### src/rtl/eeprom_i2c_pkg.sv
package eeprom_i2c_pkg;
  localparam int PTR_W = 13;
  localparam logic [3:0] DEV_CODE = 4'b1010;

  typedef enum logic [1:0] {PH_IDLE, PH_RX, PH_ACK, PH_TX} phase_t;
  typedef enum logic [1:0] {SG_CTRL, SG_AHI, SG_ALO, SG_DATA} stage_t;

  // Control byte selects this target when code and straps agree.
  function automatic logic ctrl_hit(input logic [7:0] b, input logic [2:0] strap);
    return (b[7:4] == DEV_CODE) && (b[3:1] == strap);
  endfunction

  // Pointer step with wrap at the top of the 13-bit space.
  function automatic logic [PTR_W-1:0] ptr_step(input logic [PTR_W-1:0] p);
    return (p == {PTR_W{1'b1}}) ? '0 : p + 1'b1;
  endfunction

  // Word address from the kept high bits and the low byte.
  function automatic logic [PTR_W-1:0] join_addr(input logic [PTR_W-9:0] hi,
                                                 input logic [7:0] lo);
    return {hi, lo};
  endfunction
endpackage

### src/rtl/i2c_line_sync.sv
module i2c_line_sync #(
  parameter int STAGES = 2
) (
  input  logic clk,
  input  logic rst_n,
  input  logic scl_raw,
  input  logic sda_raw,
  output logic scl_s,
  output logic sda_s,
  output logic scl_rise,
  output logic scl_fall,
  output logic start_det,
  output logic stop_det
);
  logic [STAGES-1:0] scl_pipe, sda_pipe;
  logic scl_q, sda_q;

  always_ff @(posedge clk or negedge rst_n) begin
    if (!rst_n) begin
      scl_pipe <= '1;
      sda_pipe <= '1;
      scl_q    <= 1'b1;
      sda_q    <= 1'b1;
    end else begin
      scl_pipe <= {scl_pipe[STAGES-2:0], scl_raw};
      sda_pipe <= {sda_pipe[STAGES-2:0], sda_raw};
      scl_q    <= scl_pipe[STAGES-1];
      sda_q    <= sda_pipe[STAGES-1];
    end
  end

  assign scl_s     = scl_pipe[STAGES-1];
  assign sda_s     = sda_pipe[STAGES-1];
  assign scl_rise  = scl_s & ~scl_q;
  assign scl_fall  = ~scl_s & scl_q;
  assign start_det = scl_s & scl_q & sda_q & ~sda_s;
  assign stop_det  = scl_s & scl_q & ~sda_q & sda_s;
endmodule

### src/rtl/eeprom_byte_array.sv
module eeprom_byte_array #(
  parameter int AW = 6
) (
  input  logic          clk,
  input  logic          rst_n,
  input  logic          we,
  input  logic [AW-1:0] waddr,
  input  logic [7:0]    wdata,
  input  logic [AW-1:0] raddr,
  output logic [7:0]    rdata
);
  localparam int DEPTH = 1 << AW;
  logic [7:0] cells [DEPTH];

  always_ff @(posedge clk or negedge rst_n) begin
    if (!rst_n) begin
      for (int i = 0; i < DEPTH; i++) cells[i] <= 8'h00;
    end else if (we) begin
      cells[waddr] <= wdata;
    end
  end

  assign rdata = cells[raddr];
endmodule

### src/rtl/eeprom_i2c_target.sv
module eeprom_i2c_target
  import eeprom_i2c_pkg::*;
#(
  parameter int MEM_AW = 6,
  parameter int SYNC_STAGES = 2
) (
  input  logic       clk,
  input  logic       rst_n,
  input  logic       scl_in,
  input  logic       sda_in,
  input  logic [2:0] strap_sel,
  input  logic       wr_protect,
  output logic       sda_pull_low
);
  localparam int HI_W = PTR_W - 8;

  logic scl_s, sda_s, scl_rise, scl_fall, start_det, stop_det;
  phase_t phase;
  stage_t stage;
  logic [3:0] bitcnt;
  logic [7:0] shreg, txreg, wbuf;
  logic [HI_W-1:0] addr_hi;
  logic [PTR_W-1:0] rd_ptr;
  logic do_read, do_commit;
  logic [7:0] rd_data;

  // Named internal events for the checker.
  logic ev_byte_done, ev_ctrl_miss, ev_data_byte, ev_tx_done, mem_we, phase_idle;

  i2c_line_sync #(.STAGES(SYNC_STAGES)) sync_i (
    .clk(clk), .rst_n(rst_n), .scl_raw(scl_in), .sda_raw(sda_in),
    .scl_s(scl_s), .sda_s(sda_s), .scl_rise(scl_rise), .scl_fall(scl_fall),
    .start_det(start_det), .stop_det(stop_det)
  );

  assign ev_byte_done = (phase == PH_RX) && scl_fall && (bitcnt == 4'd8);
  assign ev_ctrl_miss = ev_byte_done && (stage == SG_CTRL) && !ctrl_hit(shreg, strap_sel);
  assign ev_data_byte = ev_byte_done && (stage == SG_DATA);
  assign ev_tx_done   = (phase == PH_TX) && scl_fall && (bitcnt == 4'd7);
  assign mem_we       = (phase == PH_ACK) && scl_fall && do_commit;
  assign phase_idle   = (phase == PH_IDLE);

  eeprom_byte_array #(.AW(MEM_AW)) array_i (
    .clk(clk), .rst_n(rst_n), .we(mem_we), .waddr(rd_ptr[MEM_AW-1:0]),
    .wdata(wbuf), .raddr(rd_ptr[MEM_AW-1:0]), .rdata(rd_data)
  );

  always_ff @(posedge clk or negedge rst_n) begin
    if (!rst_n) begin
      phase        <= PH_IDLE;
      stage        <= SG_CTRL;
      bitcnt       <= '0;
      shreg        <= '0;
      txreg        <= '0;
      wbuf         <= '0;
      addr_hi      <= '0;
      rd_ptr       <= '0;
      do_read      <= 1'b0;
      do_commit    <= 1'b0;
      sda_pull_low <= 1'b0;
    end else if (start_det) begin
      phase        <= PH_RX;
      stage        <= SG_CTRL;
      bitcnt       <= '0;
      do_read      <= 1'b0;
      do_commit    <= 1'b0;
      sda_pull_low <= 1'b0;
    end else if (stop_det) begin
      phase        <= PH_IDLE;
      do_read      <= 1'b0;
      do_commit    <= 1'b0;
      sda_pull_low <= 1'b0;
    end else begin
      unique case (phase)
        PH_RX: begin
          if (scl_rise && bitcnt < 4'd8) begin
            shreg  <= {shreg[6:0], sda_s};
            bitcnt <= bitcnt + 4'd1;
          end else if (ev_byte_done) begin
            bitcnt <= '0;
            phase  <= PH_ACK;
            sda_pull_low <= 1'b1;
            unique case (stage)
              SG_CTRL: begin
                if (!ctrl_hit(shreg, strap_sel)) begin
                  phase <= PH_IDLE;
                  sda_pull_low <= 1'b0;
                end else if (shreg[0]) begin
                  do_read <= 1'b1;
                  txreg   <= rd_data;
                end else begin
                  stage <= SG_AHI;
                end
              end
              SG_AHI: begin
                addr_hi <= shreg[HI_W-1:0];
                stage   <= SG_ALO;
              end
              SG_ALO: begin
                rd_ptr <= join_addr(addr_hi, shreg);
                stage  <= SG_DATA;
              end
              default: begin
                if (wr_protect) begin
                  phase <= PH_IDLE;
                  sda_pull_low <= 1'b0;
                end else begin
                  wbuf      <= shreg;
                  do_commit <= 1'b1;
                end
              end
            endcase
          end
        end
        PH_ACK: begin
          if (scl_fall) begin
            bitcnt <= '0;
            if (do_read) begin
              phase        <= PH_TX;
              do_read      <= 1'b0;
              sda_pull_low <= ~txreg[7];
            end else if (do_commit) begin
              phase        <= PH_IDLE;
              do_commit    <= 1'b0;
              sda_pull_low <= 1'b0;
            end else begin
              phase        <= PH_RX;
              sda_pull_low <= 1'b0;
            end
          end
        end
        PH_TX: begin
          if (ev_tx_done) begin
            phase        <= PH_IDLE;
            sda_pull_low <= 1'b0;
            rd_ptr       <= ptr_step(rd_ptr);
          end else if (scl_fall) begin
            txreg        <= {txreg[6:0], 1'b0};
            sda_pull_low <= ~txreg[6];
            bitcnt       <= bitcnt + 4'd1;
          end
        end
        default: ;
      endcase
    end
  end
endmodule

### config.mk
export PLATFORM = sky130hd
export DESIGN_NAME = eeprom_i2c_target
export DESIGN_NICKNAME = d
export VERILOG_FILES = /design/src/rtl/eeprom_i2c_pkg.sv /design/src/rtl/i2c_line_sync.sv /design/src/rtl/eeprom_byte_array.sv /design/src/rtl/eeprom_i2c_target.sv
export SDC_FILE = /design/constraint.sdc
export NUM_CORES = 1
export LEC_CHECK = 0
export BUFFER_PORTS_ARGS = -buffer_cell sky130_fd_sc_hd__buf_2
export CAP_MARGIN = 0
export CORE_ASPECT_RATIO = 1.1
export CORE_MARGIN = 4
export CORE_UTILIZATION = 60
export CTS_BUF_LIST = sky130_fd_sc_hd__clkbuf_8
export DETAILED_ROUTE_END_ITERATION = 7
export PLACE_DENSITY = 0.76
export SYNTH_ARGS = -nofsm -noshare
export SYNTH_HDL_FRONTEND = slang
export SYNTH_SLANG_ARGS = --single-unit
### constraint.sdc
create_clock -name clk -period 7 [get_ports clk]
set_input_delay 0.7 -clock clk [delete_from_list [all_inputs] [get_ports clk]]
set_output_delay 0.7 -clock clk [all_outputs]
set_load 0.005 [all_outputs]
Yosys cells after proc, flatten, opt, wreduce, memory -nomap -nowiden. Index checks and enable logic that the tools add are counted.

Reductions and logical operators: 30. Eq/ne operators: 38. $lt $le $gt $ge: 3. Mux-type cells: 78. Bitwise logic cells: 19. $add $sub $neg: 2.

Operator list (count): 512-bit bitwise mux (1); 8-bit 2-to-1 mux (10); 13-bit 2-to-1 mux (5); 8-bit binary-select mux with 6-bit select (1); 8-bit demux with 6-bit select (1); 7-bit AND reduction (5); 2-bit 2-to-1 mux (16); 4-bit != test (second input constant) (8); 4-bit 2-to-1 mux (7); 1-bit 2-to-1 mux (27); 13-bit one-hot mux with 2 select lines (1); 2-bit != test (second input constant) (8); 8-bit one-hot mux with 2 select lines (1); 13-bit by 1-bit adder with 13-bit output (second input constant) (1); 13-bit equality test (second input constant) (1); 3-bit != test (second input constant) (4); 4-bit by 3-bit != test with 1-bit output (second input constant) (3); 2-bit one-hot mux with 3 select lines (2); 4-bit one-hot mux with 3 select lines (1); 6-bit AND reduction (2); 4-bit nonzero test (3); 1-bit NOT (11); 10-bit AND reduction (1); 5-bit AND reduction (2); 24 further kinds (48).

Bits of input ports: 8. Output and inout bits: 1. Logic and storage cells: 249. Flip-flop bits (word level): 571.

Longest topological paths before layout.
Depth after elaboration: 10. Mapped depth: 11. Depth with buffers taken out: 8.

By module. Synthesis repeated with hierarchy kept, for this count alone.

Cells, all modules: 1808. Area, all modules: 26774.4 um2.

By module, submodules not included: eeprom_byte_array (cells an instance 1499, instances 1, sequential area each 12812.3 um2, area an instance 23598.9 um2); eeprom_i2c_target (cells an instance 299, instances 1, sequential area each 1326.3 um2, area an instance 2985.4 um2); i2c_line_sync (cells an instance 10, instances 1, sequential area each 157.7 um2, area an instance 190.2 um2).

Worst setup path before layout. Ideal clock, no wire load.

Path type: reg2reg. Start: reg phase[0]. End: reg array_i.cells[249] (netlist name). Setup time: 0.128 ns. Stages on the path, launching flop included: 8. Arrival: 2.202 ns. Data required time: 6.872 ns. Path buffers: 1. Slack: 4.670 ns. Period minus slack after synthesis: 2.330 ns. Path through: dfrtp_1 -> inv_1 -> ha_1 -> clkbuf_1 -> nand3_2 -> nor3_4 -> nand2_4 -> mux2_1.

Longest elaborated chain between the ends: 3.

Ends and longest elaborated chain: start: declaration (line eeprom_i2c_target.sv:18) `phase_t phase;`; start signal: assignment (line eeprom_i2c_target.sv:50) `phase <= PH_IDLE;`; start signal: assignment (line eeprom_i2c_target.sv:62) `phase <= PH_RX;`; start signal: assignment (line eeprom_i2c_target.sv:69) `phase <= PH_IDLE;`; 2-bit equality test (line eeprom_i2c_target.sv:40) `assign mem_we = (phase == PH_ACK) && scl_fall && do_commit;`; 1-bit logical AND (2 in a row) (line eeprom_i2c_target.sv:40); end signal: indexed assignment (line eeprom_byte_array.sv:19) `cells[waddr] <= wdata;`; end: declaration (line eeprom_byte_array.sv:13) `logic [7:0] cells [DEPTH];`.

Every way passes these cells. A chain may end at the register's enable or synchronous reset.

Final worst setup path.
Start: reg rd_ptr[0]. End: reg txreg[5].

Longest elaborated chain between the ends: 10.

Ends and longest elaborated chain: start: declaration (line eeprom_i2c_target.sv:23) `logic [PTR_W-1:0] rd_ptr;`; start signal: assignment (line eeprom_i2c_target.sv:100) `rd_ptr <= join_addr(addr_hi, shreg);`; start signal: assignment (line eeprom_i2c_target.sv:136) `rd_ptr <= ptr_step(rd_ptr);`; 6-bit NOT with 7-bit output (not written as such) (line eeprom_byte_array.sv:23) `assign rdata = cells[raddr];`; 8-bit binary-select mux with 6-bit select (line eeprom_byte_array.sv:23); 8-bit 2-to-1 mux (not written as such) (2 in a row) (line eeprom_byte_array.sv:23); 8-bit 2-to-1 mux (line eeprom_i2c_target.sv:88) `end else if (shreg[0]) begin`; 8-bit 2-to-1 mux (line eeprom_i2c_target.sv:85) `if (!ctrl_hit(shreg, strap_sel)) begin`; 8-bit 2-to-1 mux (line eeprom_i2c_target.sv:83) `unique case (stage)`; 8-bit 2-to-1 mux (line eeprom_i2c_target.sv:79) `end else if (ev_byte_done) begin`; 8-bit 2-to-1 mux (line eeprom_i2c_target.sv:76) `if (scl_rise && bitcnt < 4'd8) begin`; 8-bit one-hot mux with 2 select lines (line eeprom_i2c_target.sv:74) `unique case (phase)`; end signal: assignment (line eeprom_i2c_target.sv:90) `txreg <= rd_data;`; end signal: assignment (line eeprom_i2c_target.sv:138) `txreg <= {txreg[6:0], 1'b0};`; end: declaration (line eeprom_i2c_target.sv:21) `logic [7:0] shreg, txreg, wbuf;`.

Every way passes these cells. The select of a mux whose other input is x is not followed.

==> impl_metrics.env <==
export IMPL_hold_ws_ns=0.0479
export IMPL_critPathMaxFanout=44
export IMPL_nNetsFinal=2018
export IMPL_crit_path_start_kind="flop"
export IMPL_cts_setup_buffers=0
export IMPL_yosysTopAreaCell="dfrtp_1"
export IMPL_slew_violations=0
export IMPL_root_buffer="clkbuf_8"
export IMPL_ys_types=78
export IMPL_n_antenna_cell=0
export IMPL_worst_ir_drop_vdd_mv=0.125
export IMPL_cts_tree="done"
export IMPL_r2r_start="rd_ptr[0]"
export IMPL_via_per_inst=6.71
export IMPL_antenna_found_initial=0
export IMPL_synth_nets=2033
export IMPL_status="finished, final reports clean"
export IMPL_endpoint_kind="flop"
export IMPL_clk_path_buf_depth=3
export IMPL_relSlewSlack_pct=14.0
export IMPL_crit_type="flop to flop"
export IMPL_wl_per_cell_um=26.9
export IMPL_synth_top_cell_area_share_pct=52.4
export IMPL_ys_flop_type="dfrtp_1"
export IMPL_crit_path_end="txreg[5]"
export IMPL_synth_most_common_cell="dfrtp_1"
export IMPL_final_util_pct=66.0
export IMPL_fin_crit_ns=3.98
export IMPL_start_util_pct=60.7
export IMPL_cap_viol_max_count=0
export IMPL_die_area_sq_um=48500
export IMPL_synth_area_top_cells="dfrtp_1 52%, mux2_2 22%, mux4_2 3.9%, mux2i_1 1.7%, nand2_1 1.3%"
export IMPL_ys_seq_elements=571
export IMPL_arrival_ns=4.61
export IMPL_clock_fmax_ghz=0.251
export IMPL_ctsResizeCount=0
export IMPL_synth_simple_area_share_pct=6.15
export IMPL_postCtsHoldBufs=0
export IMPL_vias=17819
export IMPL_r2r_cells=7
export IMPL_die_h_um=230
export IMPL_wl_um=71600
export IMPL_ys_warnings_count=0
export IMPL_grt_pass1_vias=18167
export IMPL_die_x_um=210
export IMPL_ff2ff_setup_slack_ns=3.02
export IMPL_rsz0062_at_grt="false"
export IMPL_reg2reg_to="txreg[5]"
export IMPL_grt_pass1_wl_um=111000
export IMPL_synth_adder_area_share_pct=0.463
export IMPL_async_flop_share_pct=100
export IMPL_final_layout_size_suffix_gt1_share_pct=41.3
export IMPL_p_leak_nw=14.0
export IMPL_rows=81
export IMPL_cts_sinks=571
export IMPL_clk_latency_ns=0.69
export IMPL_grt_ovfl_total=0
export IMPL_tightest_slew_ns=1.28
export IMPL_setup_viol=0
export IMPL_crit_start="rd_ptr[0]"
export IMPL_synthToLayoutAreaGrowth_pct=8.69
export IMPL_clk_pin_slew_ns=0.07
export IMPL_coreArea_sq_um=44500
export IMPL_finalCritPeriodShare_pct=56.8
export IMPL_cts_max_level=3
export IMPL_numCtsBuffers=93
export IMPL_synth_edff_count=0
export IMPL_ios=9
export IMPL_drt_first_pass_iters=6
export IMPL_hpwlAfterDp_um=44300
export IMPL_synth_xor_area_share_pct=0.130
export IMPL_fin_cells=2656
export IMPL_synth_compound_area_share_pct=8.13
export IMPL_grt_usage_pct=29.7
export IMPL_syn_inst=2015
export IMPL_io_buffers=8
export IMPL_synthMuxAreaShare_pct=29.2
export IMPL_setup_tns_final_ns=0
export IMPL_dp_cells=2486
export IMPL_globalplace_congestion=0.936
export IMPL_fin_worst_skew_ns=0.0271
export IMPL_synth_top_family_by_area="multiplexers"
export IMPL_hold_viol=0
export IMPL_synthesis_area_sq_um=27000
export IMPL_required_ns=7.63
export IMPL_hp_class="input port to async pin"
export IMPL_synth_commonest_cells="565 x dfrtp_1, 539 x mux2_2, 93 x nand2_1"
export IMPL_postSynthAreaPerCell_sq_um=13.4
export IMPL_antenna_left=0
export IMPL_drt_iter0_drc=2128
export IMPL_drc_errors=0
export IMPL_power_density_nw_per_um2=223
export IMPL_ys_seq_area_share_pct=53.0
export IMPL_grt_start_max_net_pins=199
export IMPL_finalPower_mw=6.54
[routing by layer]
layer	GRT usage [%]	up-vias	share of wire (%)
met4	12.7	0	4.5
met5	0	-	0
met2	45.7	855	46
met1	41.4	9237	41
li1	-	7515	-
met3	6.20	212	8.2
[worst min path at each step]
stage                     depth (start not counted)                  to  slack [ns]          startpoint
after floorplan                                   0  sync_i.scl_pipe[1]        0.35  sync_i.scl_pipe[0]
after global placement                            0  sync_i.sda_pipe[1]        0.35  sync_i.sda_pipe[0]
after detailed placement                          0  sync_i.sda_pipe[1]        0.35  sync_i.sda_pipe[0]
after CTS                                         1  sync_i.scl_pipe[0]        0.07              scl_in
after global routing                              1  sync_i.sda_pipe[0]         0.1              sda_in
final                                             1  array_i.cells[156]        0.05               rst_n
[flip-flops by register name (all words and copies together) (netlist names)]
register / cells
array_i.cells: 512
rd_ptr: 13
shreg: 8
txreg: 8
wbuf: 8
addr_hi: 5
bitcnt: 4
phase: 2
stage: 2
sync_i.scl_pipe: 2
sync_i.sda_pipe: 2
do_commit: 1
do_read: 1
sda_pull_low: 1
sync_i.scl_q: 1
sync_i.sda_q: 1
[worst max-delay path, cell delays in order, from the launching register on]
cell and delay (ns):
dfrtp_4 0.91, buf_4 0.57, nor2b_2 1.11, a222oi_1 0.30
a211oi_1 0.54, a21oi_1 0.13, o2111ai_1 0.15, a22o_1 0.16
[power breakdown]
part | total, mW | switching (mW) | internal, mW
logic | 0.178 | 0.126 | 0.0516
clock network | 2.98 | 1.36 | 1.63
registers | 3.37 | 0.0406 | 3.33
[cell usage in the layout, fill, tap and decap left out, types with 8 or more instances in the layout]
| master | netlist | routed |
|---|---|---|
| a21oi_1 | 33 | 33 |
| a221o_1 | 18 | 18 |
| a221oi_1 | 32 | 32 |
| a22o_1 | 14 | 14 |
| a22oi_1 | 43 | 43 |
| a31oi_1 | 11 | 11 |
| and3_1 | 10 | 10 |
| buf_4 | 7 | 29 |
| clkbuf_8 | 0 | 118 |
| clkinv_2 | 0 | 13 |
| dfrtp_1 | 565 | 554 |
| dfrtp_2 | 0 | 8 |
| ha_1 | 10 | 10 |
| inv_1 | 26 | 56 |
| mux2_1 | 27 | 27 |
| mux2_2 | 539 | 539 |
| mux2i_1 | 46 | 46 |
| mux4_2 | 47 | 47 |
| nand2_1 | 93 | 93 |
| nand2_2 | 14 | 14 |
| nand2_4 | 8 | 8 |
| nand2b_1 | 13 | 13 |
| nand3_1 | 15 | 15 |
| nand3b_1 | 8 | 8 |
| nor2_1 | 25 | 25 |
| nor2_2 | 31 | 31 |
| nor2b_1 | 17 | 15 |
| nor3_1 | 11 | 11 |
| o21ai_0 | 43 | 43 |
| o22ai_1 | 19 | 19 |
| o31ai_1 | 10 | 10 |
[kinds of logic after synthesis]
kind of cell,count (synthesis)
fa+ha+maj,10
compound gates,297
flops,571
mux,659
xor+xnor,4
buf+inv,179
simple gates,295
[stage by stage]
stage	cell area, sq um	setup WS, ns
finish	29300	3.02
detailed placement	27400	3.15
global route	29300	2.90
floorplan	27000	4.67
global placement	27400	3.22
CTS	29300	3.14
[area by class of cell]
| cell class | count | area [sq um] |
|---|---|---|
| clock buffers | 118 | 1620 |
| fillers | 3186 | 15100 |
| repair buffers | 40 | 328 |
| well taps | 581 | 727 |
| inverters | 29 | 109 |
| flip-flops and latches | 571 | 14300 |
| multi-input cells | 1265 | 11900 |
| clock inverters | 52 | 313 |
No activity file was read; power rests on OpenSTA's default activity.
